==> src/rtl/parity_post_encoder.sv <==
module parity_post_encoder #(
  parameter int MAXN = 256
) (
  input  logic                      clk,
  input  logic                      rst_n,
  input  logic                      cfg_eighth,
  input  logic [$clog2(MAXN)+2:0]   cfg_pairs,
  input  logic [$clog2(MAXN):0]     cfg_step,
  input  logic [$clog2(MAXN):0]     cfg_start,
  input  logic                      in_valid,
  output logic                      in_ready,
  input  logic                      in_sof,
  input  logic                      in_p1,
  input  logic                      in_p2,
  output logic                      out_valid,
  output logic                      out_bit,
  output logic                      out_last
);
  localparam int AW = $clog2(MAXN);
  localparam int KW = AW + 3;

  typedef enum logic [1:0] {IDLE = 2'd0, LOAD = 2'd1, RUN1 = 2'd2, RUN2 = 2'd3} ph_t;

  ph_t            ph;
  logic [MAXN-1:0] mem;
  logic [KW-1:0]  j, k_q;
  logic           eighth_q;
  logic [AW:0]    w, step_q, start_q, rd, i;
  logic [1:0]     m3, st;

  assign in_ready = (ph == IDLE) || (ph == LOAD);
  wire take = in_valid && in_ready;

  wire keep  = eighth_q ? (j[1:0] == 2'd0) : (j[0] == 1'b0);
  wire pick2 = eighth_q ? j[2] : j[1];

  wire       x   = mem[rd[AW-1:0]];
  wire       r   = x ^ st[1] ^ st[0];
  wire [1:0] nst = {r, st[1]};

  wire [AW+1:0] sum  = {1'b0, rd} + {1'b0, step_q};
  wire [AW+1:0] diff = sum - {1'b0, w};
  wire [AW:0]   rd_nx = (sum >= {1'b0, w}) ? diff[AW:0] : sum[AW:0];

  wire [1:0] circ = (m3 == 2'd1) ? {nst[1] ^ nst[0], nst[1]}
                                 : {nst[0], nst[1] ^ nst[0]};
  wire last_i = (i == w - 1'b1);

  always_ff @(posedge clk) begin
    if (take) begin
      if (ph == IDLE && in_sof) mem[0] <= in_p1;
      else if (ph == LOAD && keep) mem[w[AW-1:0]] <= pick2 ? in_p2 : in_p1;
    end
  end

  always_ff @(posedge clk or negedge rst_n) begin
    if (!rst_n) begin
      ph <= IDLE;
      j <= '0; k_q <= '0; eighth_q <= 1'b0;
      w <= '0; step_q <= '0; start_q <= '0; rd <= '0; i <= '0;
      m3 <= '0; st <= '0;
      out_valid <= 1'b0; out_bit <= 1'b0; out_last <= 1'b0;
    end else begin
      out_valid <= 1'b0;
      out_last  <= 1'b0;
      case (ph)
        IDLE: if (take && in_sof) begin
          k_q <= cfg_pairs; eighth_q <= cfg_eighth;
          step_q <= cfg_step; start_q <= cfg_start;
          j <= KW'(1); w <= (AW+1)'(1); m3 <= 2'd1;
          ph <= LOAD;
        end
        LOAD: if (take) begin
          j <= j + 1'b1;
          if (keep) begin
            w  <= w + 1'b1;
            m3 <= (m3 == 2'd2) ? 2'd0 : m3 + 2'd1;
          end
          if (j == k_q - 1'b1) begin
            ph <= RUN1; i <= '0; st <= 2'd0; rd <= start_q;
          end
        end
        RUN1: begin
          st <= nst; rd <= rd_nx; i <= i + 1'b1;
          if (last_i) begin
            ph <= RUN2; st <= circ; rd <= start_q; i <= '0;
          end
        end
        RUN2: begin
          out_valid <= 1'b1; out_bit <= r; out_last <= last_i;
          st <= nst; rd <= rd_nx; i <= i + 1'b1;
          if (last_i) ph <= IDLE;
        end
        default: ph <= IDLE;
      endcase
    end
  end
endmodule

==> config.mk <==
export PLATFORM = sky130hd
export DESIGN_NAME = parity_post_encoder
export DESIGN_NICKNAME = d
export VERILOG_FILES = /design/src/rtl/parity_post_encoder.sv
export SDC_FILE = /design/constraint.sdc
export NUM_CORES = 1
export LEC_CHECK = 0
export BUFFER_PORTS_ARGS = -buffer_cell sky130_fd_sc_hd__buf_4
export CORE_ASPECT_RATIO = 0.5
export CORE_MARGIN = 3
export CORE_UTILIZATION = 33
export CTS_BUF_LIST = sky130_fd_sc_hd__clkbuf_8
export DETAILED_ROUTE_END_ITERATION = 8
export GPL_ROUTABILITY_DRIVEN = 0
export HOLD_SLACK_MARGIN = 0.05
export PLACE_DENSITY = 0.54
export SLEW_MARGIN = 20
export SYNTH_ARGS = -nofsm -noshare
export SYNTH_HDL_FRONTEND = slang
export SYNTH_SLANG_ARGS = --single-unit
==> constraint.sdc <==
create_clock -name clk -period 13.1 [get_ports clk]
set_input_delay 0.655 -clock clk [delete_from_list [all_inputs] [get_ports clk]]
set_output_delay 0.655 -clock clk [all_outputs]
set_load 0.01 [all_outputs]
==> results.sh <==
export IMPL_start_kind="register"
export IMPL_finalCritPeriodShare=0.3681
export IMPL_grt_pass1_wl_mm=62.36
export IMPL_arrival_ns=5.29
export IMPL_finalNetCount=1428
export IMPL_drtAntennaViolNets=0
export IMPL_clkTransAtPathRegs_ns=0.06
export IMPL_seq_area_frac_synth=0.5913
export IMPL_final_cell_mix="nor2_1, edfxtp_1, dfrtp_1"
export IMPL_layout_cells_non_filler=2041
export IMPL_cpLargestDelayFamily="compound AO/OA/AOI/OAI gates"
export IMPL_synth_top_area_frac=0.4728
export IMPL_synth_avg_cell_area_sq_um=12.22
export IMPL_vdd_drop_max_mv=0.1552
export IMPL_wl_per_cell_um=19.67
export IMPL_dp_cells=1942
export IMPL_setup_tns_ns=0
export IMPL_h_tree_depth=2
export IMPL_die_h_um=163.0
export IMPL_synth_main_ff_cell="edfxtp_1"
export IMPL_dp_hpwl_mm=24.99
export IMPL_vias=10630
export IMPL_critPathKind="reg -> reg"
export IMPL_max_slew_margin=0.1826
export IMPL_clk_latency_ns=0.62
export IMPL_coreArea_sq_um=47720
export IMPL_numCtsBuffers=53
export IMPL_period_minus_slack_ns=4.822
export IMPL_syn_to_final_growth_pct=10.76
export IMPL_crit_fanout=46
export IMPL_fp_dieArea_sq_um=52130
export IMPL_timing_final_ws_setup_ns=8.278
export IMPL_grt_use_total=0.1540
export IMPL_final_max_slew_viol_count=0
export IMPL_tightest_slew_ns=1.223
export IMPL_p_leak_nw=6.185
export IMPL_fmax_mhz=207.4
export IMPL_synth_top_area_cell="edfxtp_1"
export IMPL_cp_slowest_cell="dfrtp_4"
export IMPL_endpoint_kind="register"
export IMPL_skew_ns=0.02210
export IMPL_crit_path_max_incr_delay_ns=0.98
export IMPL_path_buf_inv=4
export IMPL_synth_cells=1330
export IMPL_syn_area_sq_um=16260
export IMPL_die_w_um=319.9
export IMPL_drc=0
export IMPL_dr_pass1_iters=5
export IMPL_drive_gt1_frac=0.1397
export IMPL_max_cap_viol_count=0
export IMPL_initial_utilization=0.3407
export IMPL_final_hold_violation_count=0
export IMPL_crit_required_ns=13.57
export IMPL_powerDensity_nw_per_um2=232.2
export IMPL_synthArstFlopShare=0.2312
export IMPL_ios=40
export IMPL_diodes=0
export IMPL_grt_pass1_vias=10750
export IMPL_hold_class="in -> reg"
export IMPL_synth_cell_types=75
export IMPL_drt_iter0_markers=866
export IMPL_synth_edff_count=256
export IMPL_cts_tree="done"
export IMPL_synth_area_leaders="edfxtp_1, dfrtp_1, nor2_1"
export IMPL_routed_wl_mm=40.15
export IMPL_yosys_warnings=0
export IMPL_status="completed"
export IMPL_cts_root_buffer="clkbuf_8"
export IMPL_antenna_found_initial=0
export IMPL_syn_num_nets=1398
export IMPL_worstPathCellList="ha_1 -> inv_1 -> fa_1 -> nor2b_1 -> o21ai_0 -> a21boi_0 -> o21a_1 -> o21ai_0 -> nand2b_1 -> a21oi_1 -> xnor2_1 -> ha_1 -> inv_1 -> nor3_1 -> a2111oi_0 -> inv_1 -> a211oi_1 -> buf_4 -> mux2i_1 -> nor2_1 -> a21oi_1 -> a21oi_1"
export IMPL_ys_seq_elements=333
export IMPL_setup_viol=0
export IMPL_cts_sinks=333
export IMPL_final_common_cell="nor2_1"
export IMPL_rows=56
export IMPL_grt_ovfl_total=0
export IMPL_rsz0062_at_grt="false"
export IMPL_grt_start_max_net_pins=144
export IMPL_viasPerCell=5.210
export IMPL_dp_slack_ns=8.227
export IMPL_post_cts_buffers=0
export IMPL_clockBufferDepth=3
export IMPL_portBuffers=39
## sequential cells by signal (all words and copies together), names as in the netlist, 9 cells and up
| signal | cells |
|---|---|
| w | 9 |
| k_q | 11 |
| i | 9 |
| j | 11 |
| start_q | 9 |
| rd | 9 |
| mem | 256 |
| step_q | 9 |
## report_power, final
part | total (mW) | internal [mW] | leakage (nW) | switching (mW)
registers | 1.46 | 1.30 | 3.27 | 0.161
logic | 1.89 | 0.795 | 2.38 | 1.10
clock network | 0.824 | 0.400 | 0.541 | 0.424
## synthesized netlist by cell type, drive strengths merged (6+ instances only)
cell type	n
nand3	48
nor2b	9
ha	30
and3	10
a21o	7
a31oi	6
o211ai	8
nor3	15
buf	28
clkbuf	48
a2111oi	6
dfrtp	77
inv	35
xor2	16
mux4	40
o21a	7
mux2	32
a22oi	17
edfxtp	256
mux2i	58
o221ai	12
nand4	11
xnor2	39
o21ai	33
nor2	308
a21oi	41
nand2	72
## cells by family (layout without fill, tap and decap cells)
kind of cell | Yosys count | in the layout | synth area share
flops | 333 | 333 | 0.5913
xor+xnor | 55 | 55 | 0.03009
fa+ha+maj | 32 | 32 | 0.02555
buf+inv | 113 | 186 | 0.03478
mux | 130 | 130 | 0.1151
simple gates | 498 | 498 | 0.1308
compound gates | 169 | 169 | 0.07227
## final timing paths
kind                            slack (ns)         end          from  cells past startpoint
worst max-delay path                  8.28       rd[6]         rd[0]                     22
worst min-delay path                  0.28  start_q[8]  cfg_start[8]                      2
worst max register to register        8.28       rd[6]         rd[0]                     22
worst min register to register        0.51  start_q[7]    start_q[7]                      1
max in group asynchronous            11.56       rd[0]         rst_n                      3
min in group asynchronous             0.57    eighth_q         rst_n                      2
## through the flow
step	cell area (sq um)	util	hold WS [ns]	total power, mW
after global placement	17030	0.3569	0.5011	3.329
after CTS	18000	0.3772	0.2376	4.215
final	18010	0.3774	0.2807	4.182
after floorplan	16260	-	0.3594	2.933
after detailed placement	17030	0.3569	0.5082	3.378
after global routing	18010	0.3774	0.2448	4.486
## per-layer routing
layer | GRT usage | share of wire
met5 | 0 | 0
met4 | 0.03631 | 0.015
met3 | 0.02633 | 0.053
met2 | 0.2583 | 0.47
met1 | 0.2099 | 0.46
## layout make-up
cell class / count / area, sq um
clock buffer: 53 / 729.5
clock inverter: 45 / 229.0
fill: 4582 / 29710
inverter: 37 / 138.9
multi-input combinational: 884 / 6107
sequential: 333 / 9619
tap: 638 / 798.3
timing repair buffer: 51 / 385.4
## timing repair
action,4_1_cts,5_1_grt
endpoints found under the hold margin,36,0
setup endpoints to repair,0,0
hold buffers,1,0
resized for setup,0,0
Note: power is estimated with default switching activity, not from simulation.
